--- config.mk ---
export PLATFORM = sky130hd
export DESIGN_NAME = ser_cfg_loader
export DESIGN_NICKNAME = d
export VERILOG_FILES = /design/src/rtl/ser_cfg_pkg.sv /design/src/rtl/scl_sync.sv /design/src/rtl/scl_edge.sv /design/src/rtl/scl_shift.sv /design/src/rtl/scl_bank.sv /design/src/rtl/ser_cfg_loader.sv
export SDC_FILE = /design/constraint.sdc
export NUM_CORES = 1
export LEC_CHECK = 0
export ABC_AREA = 1
export BUFFER_PORTS_ARGS = -buffer_cell sky130_fd_sc_hd__buf_2
export CAP_MARGIN = 20
export CELL_PAD_IN_SITES_DETAIL_PLACEMENT = 1
export CELL_PAD_IN_SITES_GLOBAL_PLACEMENT = 2
export CORE_MARGIN = 2
export CORE_UTILIZATION = 34
export DETAILED_ROUTE_END_ITERATION = 10
export GPL_TIMING_DRIVEN = 0
export PLACE_DENSITY = 0.9
export SLEW_MARGIN = 20
export SYNTH_ARGS = -nofsm -noshare
export SYNTH_HDL_FRONTEND = slang
export SYNTH_SLANG_ARGS = --single-unit
--- constraint.sdc ---
create_clock -name clk -period 1.33 [get_ports clk]
set_input_delay 0.266 -clock clk [delete_from_list [all_inputs] [get_ports clk]]
set_output_delay 0.266 -clock clk [all_outputs]
set_load 0.005 [all_outputs]
--- src/rtl/ser_cfg_pkg.sv ---
package ser_cfg_pkg;
  localparam int WORD_W  = 23;
  localparam int RATIO_W = 14;
  localparam int SWAL_W  = 5;
  localparam int MAIN_W  = 13;
  localparam int NCH     = 2;
  localparam int NDEST   = 2 * NCH;

  // bit indices inside the collector (index = position - 1)
  localparam int IX_CH    = 0;
  localparam int IX_TYPE  = 1;
  localparam int IX_T1    = 2;
  localparam int IX_T2    = 3;
  localparam int IX_RATIO = 4;
  localparam int IX_CUR   = IX_RATIO + RATIO_W;
  localparam int IX_LOCK  = 2;
  localparam int IX_MOD   = 3;
  localparam int IX_POL   = 4;
  localparam int IX_SWAL  = 5;
  localparam int IX_MAIN  = IX_SWAL + SWAL_W;

  typedef struct packed {
    logic [RATIO_W-1:0] ratio;
    logic               cur_sel;
  } ref_fields_t;

  typedef struct packed {
    logic [MAIN_W-1:0] main_cnt;
    logic [SWAL_W-1:0] swallow;
    logic              mod_sel;
    logic              phase_inv;
  } fb_fields_t;
endpackage

--- src/rtl/scl_sync.sv ---
module scl_sync #(
  parameter int W      = 3,
  parameter int STAGES = 2
) (
  input  logic         clk,
  input  logic         rst_n,
  input  logic [W-1:0] din,
  output logic [W-1:0] dout
);
  for (genvar b = 0; b < W; b++) begin : g_bit
    logic [STAGES-1:0] chain_q;
    logic [STAGES-1:0] chain_d;

    always_comb chain_d = {chain_q[STAGES-2:0], din[b]};

    always_ff @(posedge clk or negedge rst_n) begin
      if (!rst_n) chain_q <= '0;
      else        chain_q <= chain_d;
    end

    assign dout[b] = chain_q[STAGES-1];
  end
endmodule

--- src/rtl/scl_edge.sv ---
module scl_edge #(
  parameter int W = 2
) (
  input  logic         clk,
  input  logic         rst_n,
  input  logic [W-1:0] lvl,
  output logic [W-1:0] rise
);
  logic [W-1:0] prev_q;

  always_ff @(posedge clk or negedge rst_n) begin
    if (!rst_n) prev_q <= '0;
    else        prev_q <= lvl;
  end

  assign rise = lvl & ~prev_q;
endmodule

--- src/rtl/scl_shift.sv ---
module scl_shift #(
  parameter int W = 23
) (
  input  logic         clk,
  input  logic         rst_n,
  input  logic         shift_en,
  input  logic         bit_in,
  output logic [W-1:0] word
);
  logic [W-1:0] word_q;
  logic [W-1:0] word_d;

  always_comb begin
    word_d = word_q;
    if (shift_en) word_d = {word_q[W-2:0], bit_in};
  end

  always_ff @(posedge clk or negedge rst_n) begin
    if (!rst_n) word_q <= '0;
    else        word_q <= word_d;
  end

  assign word = word_q;
endmodule

--- src/rtl/scl_bank.sv ---
module scl_bank
  import ser_cfg_pkg::*;
#(
  parameter int MIN_RATIO = 3
) (
  input  logic                    clk,
  input  logic                    rst_n,
  input  logic                    load,
  input  logic [WORD_W-1:0]       word,
  output ref_fields_t [NCH-1:0]   ref_o,
  output fb_fields_t  [NCH-1:0]   fb_o,
  output logic [1:0]              test_sel,
  output logic                    lock_sel,
  output logic                    unconfigured
);
  logic               is_fb;
  logic               ratio_ok;
  logic [RATIO_W-1:0] ratio_f;
  logic [NCH-1:0]     wr_ref;
  logic [NCH-1:0]     wr_fb;
  ref_fields_t        ref_word;
  fb_fields_t         fb_word;

  always_comb begin
    is_fb    = word[IX_TYPE];
    ratio_f  = word[IX_RATIO +: RATIO_W];
    ratio_ok = (ratio_f >= RATIO_W'(MIN_RATIO));
    ref_word.ratio     = ratio_f;
    ref_word.cur_sel   = word[IX_CUR];
    fb_word.main_cnt   = word[IX_MAIN +: MAIN_W];
    fb_word.swallow    = word[IX_SWAL +: SWAL_W];
    fb_word.mod_sel    = word[IX_MOD];
    fb_word.phase_inv  = word[IX_POL];
  end

  for (genvar c = 0; c < NCH; c++) begin : g_ch
    ref_fields_t ref_q, ref_d;
    fb_fields_t  fb_q,  fb_d;

    always_comb begin
      wr_ref[c] = load && !is_fb && (word[IX_CH] == 1'(c)) && ratio_ok;
      wr_fb[c]  = load &&  is_fb && (word[IX_CH] == 1'(c));
      ref_d = ref_q;
      fb_d  = fb_q;
      if (wr_ref[c]) ref_d = ref_word;
      if (wr_fb[c])  fb_d  = fb_word;
    end

    always_ff @(posedge clk or negedge rst_n) begin
      if (!rst_n) begin
        ref_q <= '0;
        fb_q  <= '0;
      end else begin
        ref_q <= ref_d;
        fb_q  <= fb_d;
      end
    end

    assign ref_o[c] = ref_q;
    assign fb_o[c]  = fb_q;
  end

  logic [1:0]       test_q, test_d;
  logic             lock_q, lock_d;
  logic [NDEST-1:0] seen_q, seen_d;

  always_comb begin
    test_d = test_q;
    lock_d = lock_q;
    if (|wr_ref) test_d = {word[IX_T2], word[IX_T1]};
    if (|wr_fb)  lock_d = word[IX_LOCK];
    seen_d = seen_q | {wr_fb, wr_ref};
  end

  always_ff @(posedge clk or negedge rst_n) begin
    if (!rst_n) begin
      test_q <= '0;
      lock_q <= 1'b0;
      seen_q <= '0;
    end else begin
      test_q <= test_d;
      lock_q <= lock_d;
      seen_q <= seen_d;
    end
  end

  assign test_sel     = test_q;
  assign lock_sel     = lock_q;
  assign unconfigured = ~&seen_q;
endmodule

--- src/rtl/ser_cfg_loader.sv ---
module ser_cfg_loader
  import ser_cfg_pkg::*;
#(
  parameter int SYNC_STAGES = 2,
  parameter int MIN_RATIO   = 3
) (
  input  logic               clk,
  input  logic               rst_n,
  input  logic               ser_clk,
  input  logic               ser_data,
  input  logic               ser_load,
  output logic [RATIO_W-1:0] ch0_ratio,
  output logic               ch0_cur_sel,
  output logic [SWAL_W-1:0]  ch0_swallow,
  output logic [MAIN_W-1:0]  ch0_main,
  output logic               ch0_mod_sel,
  output logic               ch0_phase_inv,
  output logic [RATIO_W-1:0] ch1_ratio,
  output logic               ch1_cur_sel,
  output logic [SWAL_W-1:0]  ch1_swallow,
  output logic [MAIN_W-1:0]  ch1_main,
  output logic               ch1_mod_sel,
  output logic               ch1_phase_inv,
  output logic [1:0]         test_sel,
  output logic               lock_sel,
  output logic               unconfigured
);
  logic [2:0]        sync_lvl;
  logic [1:0]        rise;
  logic              shift_pulse;
  logic              load_pulse;
  logic [WORD_W-1:0] sr_word;
  ref_fields_t [NCH-1:0] ref_f;
  fb_fields_t  [NCH-1:0] fb_f;

  scl_sync #(.W(3), .STAGES(SYNC_STAGES)) u_sync (
    .clk (clk), .rst_n (rst_n),
    .din ({ser_load, ser_data, ser_clk}),
    .dout(sync_lvl)
  );

  scl_edge #(.W(2)) u_edge (
    .clk (clk), .rst_n (rst_n),
    .lvl ({sync_lvl[2], sync_lvl[0]}),
    .rise(rise)
  );

  assign shift_pulse = rise[0] & ~sync_lvl[2];
  assign load_pulse  = rise[1];

  scl_shift #(.W(WORD_W)) u_shift (
    .clk (clk), .rst_n (rst_n),
    .shift_en(shift_pulse), .bit_in(sync_lvl[1]),
    .word(sr_word)
  );

  scl_bank #(.MIN_RATIO(MIN_RATIO)) u_bank (
    .clk (clk), .rst_n (rst_n),
    .load(load_pulse), .word(sr_word),
    .ref_o(ref_f), .fb_o(fb_f),
    .test_sel(test_sel), .lock_sel(lock_sel),
    .unconfigured(unconfigured)
  );

  assign ch0_ratio     = ref_f[0].ratio;
  assign ch0_cur_sel   = ref_f[0].cur_sel;
  assign ch0_swallow   = fb_f[0].swallow;
  assign ch0_main      = fb_f[0].main_cnt;
  assign ch0_mod_sel   = fb_f[0].mod_sel;
  assign ch0_phase_inv = fb_f[0].phase_inv;
  assign ch1_ratio     = ref_f[1].ratio;
  assign ch1_cur_sel   = ref_f[1].cur_sel;
  assign ch1_swallow   = fb_f[1].swallow;
  assign ch1_main      = fb_f[1].main_cnt;
  assign ch1_mod_sel   = fb_f[1].mod_sel;
  assign ch1_phase_inv = fb_f[1].phase_inv;
endmodule

== Word-level counts from Yosys, hierarchy flattened ==
Cells that the tools add are included.
Operators by class
  order comparisons: 1
  bitwise logic cells: 6
  reduce and logical (&&, ||, !) cells: 13
Operators with widths (count)
  14-bit by 2-bit greater-or-equal comparator with 1-bit output (second input constant): 1
  1-bit logical AND: 8
  4-bit OR: 1
  4-bit AND reduction: 1
  2-bit OR reduction: 2
  2-bit bitwise AND: 1
  1-bit zero test: 2
  1-bit NOT: 2
  2-bit NOT: 1
  1-bit bitwise AND: 1
Storage, ports and cells
  flip-flop bits (word level): 108
  input port bits: 5
  output and inout port bits: 74
  logic and storage cells: 40

== Longest topological paths before layout ==
Gate-level depths: netlist of the first run.
  word-level depth: 6
  depth in mapped cells: 8
  gate-level depth less buffers: 7

== Cells and area by module ==
Synthesis of the first run repeated with hierarchy kept, for this count alone.
Unflattened totals
  cell total of the unflattened synthesis: 408
  area, all modules: 4127.7 um2
By module, submodules not included
  scl_bank: times used 1, cells an instance 294, area an instance 2999.1 um2, sequential area each 1926.8 um2
  scl_shift: times used 1, cells an instance 97, area an instance 875.8 um2, sequential area each 575.6 um2
  scl_sync: times used 1, cells an instance 9, area an instance 172.7 um2, sequential area each 150.1 um2
  scl_edge: times used 1, cells an instance 6, area an instance 70.1 um2, sequential area each 50.0 um2
  ser_cfg_loader: times used 1, cells an instance 2, area an instance 10.0 um2, sequential area each 0.0 um2

== Worst setup path before layout of the first run ==
Ideal clock, no wire load.
  kind: reg2reg
  from: register u_shift.word_q[10], in the netlist u_shift.word[10]
  to: register u_bank.g_ch[1].ref_q, in the netlist u_bank.ref_o[19]
  setup time: 116 ps
  arrival: 1090 ps
  required time: 1214 ps
  path slack: 123 ps
  cell stages (with the launch flop): 8
  buffers on the path: 1
  clock period less this slack: 1207 ps
  path through: dfrtp_1 nor2_1 nand2_1 nor2_1 nand2_2 buf_2 nand3_1 nand2_1
On the way
  longest elaborated chain between the ends: 2
Ends and longest elaborated chain
  start, declared: line scl_shift.sv:10  | logic [W-1:0] word_q;
  start signal, assigned: line scl_shift.sv:20  | else word_q <= word_d;
  14-bit by 2-bit greater-or-equal comparator with 1-bit output: line scl_bank.sv:27  | ratio_ok = (ratio_f >= RATIO_W'(MIN_RATIO));
  1-bit logical AND: line scl_bank.sv:41  | wr_ref[c] = load && !is_fb && (word[IX_CH] == 1'(c)) && ratio_ok;
  end signal, assigned: line scl_bank.sv:54  | ref_q <= ref_d;
  end, declared: line scl_bank.sv:37  | ref_fields_t ref_q, ref_d;
Every way passes these cells.
A chain may end at the register's enable or synchronous reset.

== Worst setup path in the final report of the first run ==
  from: register u_edge.prev_q[1]
  to: register u_bank.g_ch[1].ref_q, in the netlist u_bank.ref_o[27]
On the way
  longest elaborated chain between the ends: 5
Ends and longest elaborated chain
  start, declared: line scl_edge.sv:9  | logic [W-1:0] prev_q;
  start signal, assigned: line scl_edge.sv:13  | else prev_q <= lvl;
  2-bit NOT: line scl_edge.sv:16  | assign rise = lvl & ~prev_q;
  2-bit bitwise AND: line scl_edge.sv:16
  1-bit logical AND (3 in series): line scl_bank.sv:41
Every way passes these cells.

==> impl_metrics.csv, run 1 <==
group,metric,value,unit
logic_synthesis,ys_types,21,
place,port_buffers,78,
worst_setup_path,cp_data_required_time,1570,ps
grt,grt_usage,17.9,%
detailed_routing,routed_wl,11600,microns
sta,tightest_slew,419,ps
sta,fin_crit_sh,101,%
detailed_routing,wl_per_cell,17.0,microns
flow_run,drv_cap,0,
sta,period_minus_slack,1350,ps
worst_setup_path,critPathLaunchType,"flip-flop",
power,peakVddDrop,0.775,mV
cts,htreeDepth,3,
worst_setup_path,critPathCaptureType,"flip-flop",
die,core_area,11500,sq um
die,rows,39,
final_layout,stdcell_count,682,
final_layout,nets,541,
logic_synthesis,synth_area_leaders,"dfrtp_1 (67%), nand2_1 (13%), o21ai_0 (6.7%)",
place,routabilityCongestion,0.729,
sta,slew_violations,0,
die,dieArea,12800,sq um
logic_synthesis,synth_top_area_share,66.7,%
sta,hold_violations,0,
die,die_h,113,microns
place,hpwl,7480,microns
final_layout,antenna_cells,0,
logic_synthesis,netlist_instances,409,
die,chipWidth,113,microns
cts,numCtsBuffers,9,
cts,clk_pin_slew_worst_paths,70,ps
grt,grt_overflow,0,
power,leakagePower,2.91,nW
logic_synthesis,synth-async-reset-ratio,100,%
logic_synthesis,synth_top_cell_by_area,"dfrtp_1",
logic_synthesis,synth_nets,414,
cts,cts-root-buf,"clkbuf_16",
logic_synthesis,synth_flop_cell,"dfrtp_1",
logic_synthesis,syn_area,4050,sq um
detailed_routing,firstDrtPassIters,7,
grt,antenna_found_initial,0,
detailed_routing,drt-vias-per-instance,4.92,
logic_synthesis,ys_ff_latch,108,
logic_synthesis,syn_avg_cell_area,9.91,sq um
power,p_total,8.27,mW
die,ios,79,
sta,fmax,0.741,GHz
detailed_routing,drc_errors,9,
worst_setup_path,crit_type,"reg -> reg",
sta,fin_ws,-19.7,ps
sta,finalSetupViolations,3,
place,dp.cells,631,
final_layout,drive_gt1_share,34.1,%
cts,clkLatencyLatePin,350,ps
cts,cts_tree,"yes",
final_layout,area_growth,34.1,%
sta,fin_skew,10.4,ps
detailed_routing,vias,3356,
cts,clk_path_buf_depth,2,
detailed_routing,antenna_left,0,
logic_synthesis,ys_seq_area_share,66.7,%
grt,grt_max_degree,83,
worst_hold_path,hold_path_class,"in -> reg",
logic_synthesis,synth_edf_count,0,
grt,grt_pass1_vias,3440,
status,status,"finished with violations",
sta,max_slew_margin,72.1,%
grt,grt_first_pass_wirelength,17900,microns
cts,cts_sinks,108,
worst_setup_path,crit_path_max_fanout,10,
worst_setup_path,worstPathArrival,1590,ps
die,initial_core_util,35.2,%
detailed_routing,drtIter0Drc,142,
status,violations,"DRC, setup timing",
sta,grt_setup_unrepaired,"yes",
logic_synthesis,yosys_warnings,0,
power,pwr_density_cell,1520,nW/um^2
==> worst max-delay path: stages, from the launching register on <==
cell	delay [ps]
dfrtp_1	420
nor2_2	130
nand2_2	100
nor2_4	200
nand2_4	110
buf_8	150
nand2_1	70
nand2_1	60
==> Yosys cell counts, types with 2 or more instances <==
master    instances
o21ai_0          54
buf_4             4
dfrtp_1         108
nand2_2           2
buf_6             2
inv_1            28
nand3_1          32
o21ai_1           8
nor2_4            2
nor2_1            8
buf_2             8
clkbuf_1          5
nand2_1         139
nand2_4           2
==> per-stage QoR <==
step                cell area [sq um]  util (%)  setup TNS (ps)  hold WS [ps]  setup slack [ps]
floorplan                        4050         -               0         -29.6               123
global placement                 4620      40.1         -129930           332             -1170
detailed placement               4650      40.4           -6710           155              -178
CTS                              5190      45.0            -143          18.5             -29.6
global route                     5430      47.2           -1990          21.6             -93.1
finish                           5430      47.2           -25.8          26.1             -19.7
==> per-layer routing <==
metal	up-vias	track usage [%]	part of all wire (%)
met2	68	30.2	50
met3	14	4.02	3.8
met4	0	4.96	1.4
met1	1708	23.4	44
li1	1566	-	-
met5	-	0	0
==> area by class of cell <==
type,instances,area [sq um]
multi-input cells,254,1210
clock buffers,12,256
inverters,29,109
fillers,1336,6080
plain buffers,19,194
clock inverters,2,35.0
well taps,143,179
repair buffers,115,737
flip-flops and latches,108,2710
==> state kept, by name (all words and copies together), names as in the netlist <==
signal and cells:
u_bank.seen_q 4, u_bank.lock_sel 1, u_bank.ref_o 30, u_bank.test_sel 2, u_bank.fb_o 40, u_edge.prev_q 2, u_shift.word 23, u_sync.g_bit.chain_q 6
==> cells in the final DEF, fill, tap and decap left out, drive strengths merged <==
master and instances:
nand2 144, bufinv 1, dfrtp 108, nand4 1, clkbuf 15, dlygate4sd3 1, nand3 32, inv 29
a21oi 1, o21a 1, o21ai 62, buf 130, clkinv 1, nor2 11, nor3 1, nand3b 1
==> power by group <==
part	switching [mW]	internal (mW)	total (mW)
sequential	0.204	3.58	3.78
clock	1.15	1.54	2.70
combinational	0.996	0.794	1.79
==> cells by family after synthesis <==
family	count (synthesis)	share of synthesized area [%]
flip-flops	108	66.7
AND/OR/NAND/NOR	189	19.9
buffers and inverters	48	5.44
AO/OA/AOI/OAI	64	7.97
==> final timing paths <==
path	slack, ps	from	end	depth (start not counted)
setup reg to reg	-20	u_edge.prev_q[1]	u_bank.ref_o[27]	7
hold reg to reg	350	u_sync.g_bit[1].chain_q[0]	u_sync.g_bit[1].chain_q[1]	0
min in group asynchronous	360	rst_n	u_bank.seen_q[1]	2
hold / removal	30	ser_load	u_sync.g_bit[2].chain_q[0]	1
setup / recovery	-20	u_edge.prev_q[1]	u_bank.ref_o[27]	7
max in group asynchronous	260	rst_n	u_shift.word[4]	3
==> repair_timing <==
item / 4_1_cts / 5_1_grt
pin swaps: 10 / 8
gates resized for setup: 25 / 62
setup endpoints to repair: 88 / 75
endpoints found under the hold margin: 26 / 0
setup buffers: 25 / 6
hold buffers: 1 / 0
gates cloned: 0 / 5
Power figures use the tool's default switching activity.
==> inputs of run 2 (changes only) <==
--- a/config.mk
+++ b/config.mk
@@ -11,10 +11,11 @@
 export CELL_PAD_IN_SITES_DETAIL_PLACEMENT = 1
 export CELL_PAD_IN_SITES_GLOBAL_PLACEMENT = 2
 export CORE_MARGIN = 2
-export CORE_UTILIZATION = 34
+export CORE_UTILIZATION = 36
 export DETAILED_ROUTE_END_ITERATION = 10
 export GPL_TIMING_DRIVEN = 0
-export PLACE_DENSITY = 0.9
+export PLACE_DENSITY = 0.94
+export RECOVER_POWER = 100
 export SLEW_MARGIN = 20
 export SYNTH_ARGS = -nofsm -noshare
 export SYNTH_HDL_FRONTEND = slang
==> constraint.sdc (replaced) <==
create_clock -name clk -period 1.73 [get_ports clk]
set_input_delay 0.346 -clock clk [delete_from_list [all_inputs] [get_ports clk]]
set_output_delay 0.346 -clock clk [all_outputs]
set_load 0.005 [all_outputs]
==> run 2 against run 1 <==
The run now ends clean. Fmax decreased by 11%. Cell count decreased by 5.4%. Critical path type unchanged. Via count decreased by 8.1%. Largest power group unchanged. Critical endpoint is now u_bank.ref_o[2]. Clock power decreased by 47%. Sequential power decreased by 23%. First-iteration DRC count decreased by 23%. Register-to-register slack improved by 240 ps. Non-clock buffer count decreased by 35. Setup slack improved by 240 ps.
==> impl_metrics.csv, run 2 (same netlist as run 1, synthesis figures left out) <==
group,metric,value,unit
cts,cts-root-buf,"clkbuf_8",
place,port_buffers,78,
grt,grt_overflow,0,
worst_hold_path,hold_path_end,"u_sync.g_bit[1].chain_q[0]",
worst_setup_path,critPathLaunchType,"flip-flop",
cts,clkLatencyLatePin,370,ps
detailed_routing,met2WireLength,5170,microns
detailed_routing,wl_per_cell,15.7,microns
worst_setup_path,rrSetupSlack,220,ps
final_layout,nets,505,
detailed_routing,vias,3083,
cts,cts_tree,"yes",
cts,cts.repair.resized,0,
die,rows,38,
worst_setup_path,reg2reg_to,"u_bank.ref_o[2]",
worst_setup_path,crit_type,"reg -> reg",
final_layout,final_core_util,44.0,%
final_layout,largest_reg_flops,40,
power,peakVddDrop,0.652,mV
cts,cts_sinks,108,
grt,grt_first_pass_wirelength,16700,microns
cts,clk_path_buf_depth,2,
sta,period_minus_slack,1510,ps
flow_run,drv_cap,0,
worst_hold_path,hold_path_startpoint,"ser_data",
die,die_h,110,microns
sta,finalSetupViolations,0,
detailed_routing,wl_met1,4480,microns
final_layout,layout_commonest_cell,"nand2_1",
final_layout,area_growth,18.1,%
cts,post_cts.repair.setup_buffers,0,
cts,holdBufCountCts,1,
detailed_routing,wl_met3,383,microns
power,p_total,5.20,mW
die,ios,79,
die,core_area,10900,sq um
sta,fin_ws,216,ps
detailed_routing,drt-vias-per-instance,4.78,
grt,grt_usage,18.1,%
sta,slew_violations,0,
grt,grt_max_degree,62,
worst_setup_path,rr_worst_depth,7,
status,status,"finished, final reports clean",
sta,fin_crit_sh,87.5,%
grt,antenna_found_initial,0,
final_layout,drive_gt1_share,15.0,%
worst_hold_path,holdPathStages,1,
die,initial_core_util,37.2,%
detailed_routing,top_layer_used,"met4",
sta,max_slew_margin,45.4,%
detailed_routing,drtIter0Drc,109,
sta,fin_skew,10.2,ps
sta,grt_setup_unrepaired,"no",
power,leakagePower,2.44,nW
worst_setup_path,critPathCaptureType,"flip-flop",
detailed_routing,firstDrtPassIters,4,
place,routabilityCongestion,0.748,
place,hpwl,7490,microns
final_layout,final_cell_mix,"nand2_1 (139), dfrtp_1 (108), o21ai_0 (61)",
cts,clk_pin_slew_worst_paths,100,ps
sta,hold_violations,0,
cts,numCtsBuffers,9,
worst_setup_path,cp_data_required_time,1990,ps
sta,fmax,0.661,GHz
cts,htreeDepth,3,
final_layout,antenna_cells,0,
grt,grt_pass1_vias,3232,
place,place_ws,235,ps
die,chipWidth,110,microns
worst_setup_path,worstPathArrival,1770,ps
worst_setup_path,r2r_start,"u_shift.word[9]",
detailed_routing,drc_errors,0,
die,dieArea,12100,sq um
worst_hold_path,hold_path_class,"in -> reg",
detailed_routing,antenna_left,0,
worst_setup_path,crit_path_max_fanout,10,
power,pwr_density_cell,1090,nW/um^2
sta,tightest_slew,819,ps
detailed_routing,routed_wl,10200,microns
[run 2: changes by cell type in the layout (fill, tap and decap cells not counted), moves of 10 or more]
cell	delta
buf_4	-33
nand2_1	+12
nand2_2	-10
o21ai_0	+17
buf_2	-38
buf_6	-10
o21ai_1	-16
clkbuf_16	-11
clkbuf_1	+44
[run 2: through the flow]
step	instance area (sq um)	cells	setup TNS, ps	hold slack (ps)
after floorplan	4050	409	0	50.4
after global placement	4620	627	-89270	332
after detailed placement	4650	628	0	336
after CTS	4840	645	0	56.8
after global routing	4790	645	0	46.5
final	4790	645	0	74.9
[run 2: per-layer routing]
layer	GRT usage, %	up-vias
li1	-	1474
met1	23.0	1540
met2	31.7	58
met3	4.23	11
met4	3.62	0
met5	0	-
[run 2: cell type report]
class / count / area (sq um)
tap: 140 / 175
clock buffer: 11 / 141
timing repair buffer: 80 / 382
multi-input combinational: 253 / 1130
sequential: 108 / 2700
buffer: 19 / 105
clock inverter: 5 / 42.5
inverter: 29 / 109
fill: 1286 / 6100
[run 2: how the worst max path moves through the flow]
stage / startpoint / end / slack [ps] / depth (start not counted)
after floorplan: u_shift.word[10] / u_bank.ref_o[19] / 520 / 7
after global placement: rst_n / u_bank.fb_o[34] / -830 / 1
after detailed placement: u_shift.word[0] / u_bank.fb_o[16] / 230 / 4
after CTS: u_shift.word[1] / u_bank.fb_o[16] / 200 / 5
after global routing: u_sync.g_bit[2].chain_q[1] / u_shift.word[17] / 80 / 5
final: u_shift.word[9] / u_bank.ref_o[2] / 220 / 7
[run 2: power by group]
part,switching [mW],internal [mW],total [mW]
combinational,0.584,0.269,0.853
sequential,0.169,2.75,2.92
clock,0.849,0.580,1.43
[run 2: worst max-delay path, stage by stage, from the launching register on]
cell and delay, ps:
dfrtp_1 420, inv_1 160, nand2_1 90, nor2_1 130
nand2_2 170, clkbuf_2 250, nand3_1 120, nand2_1 60
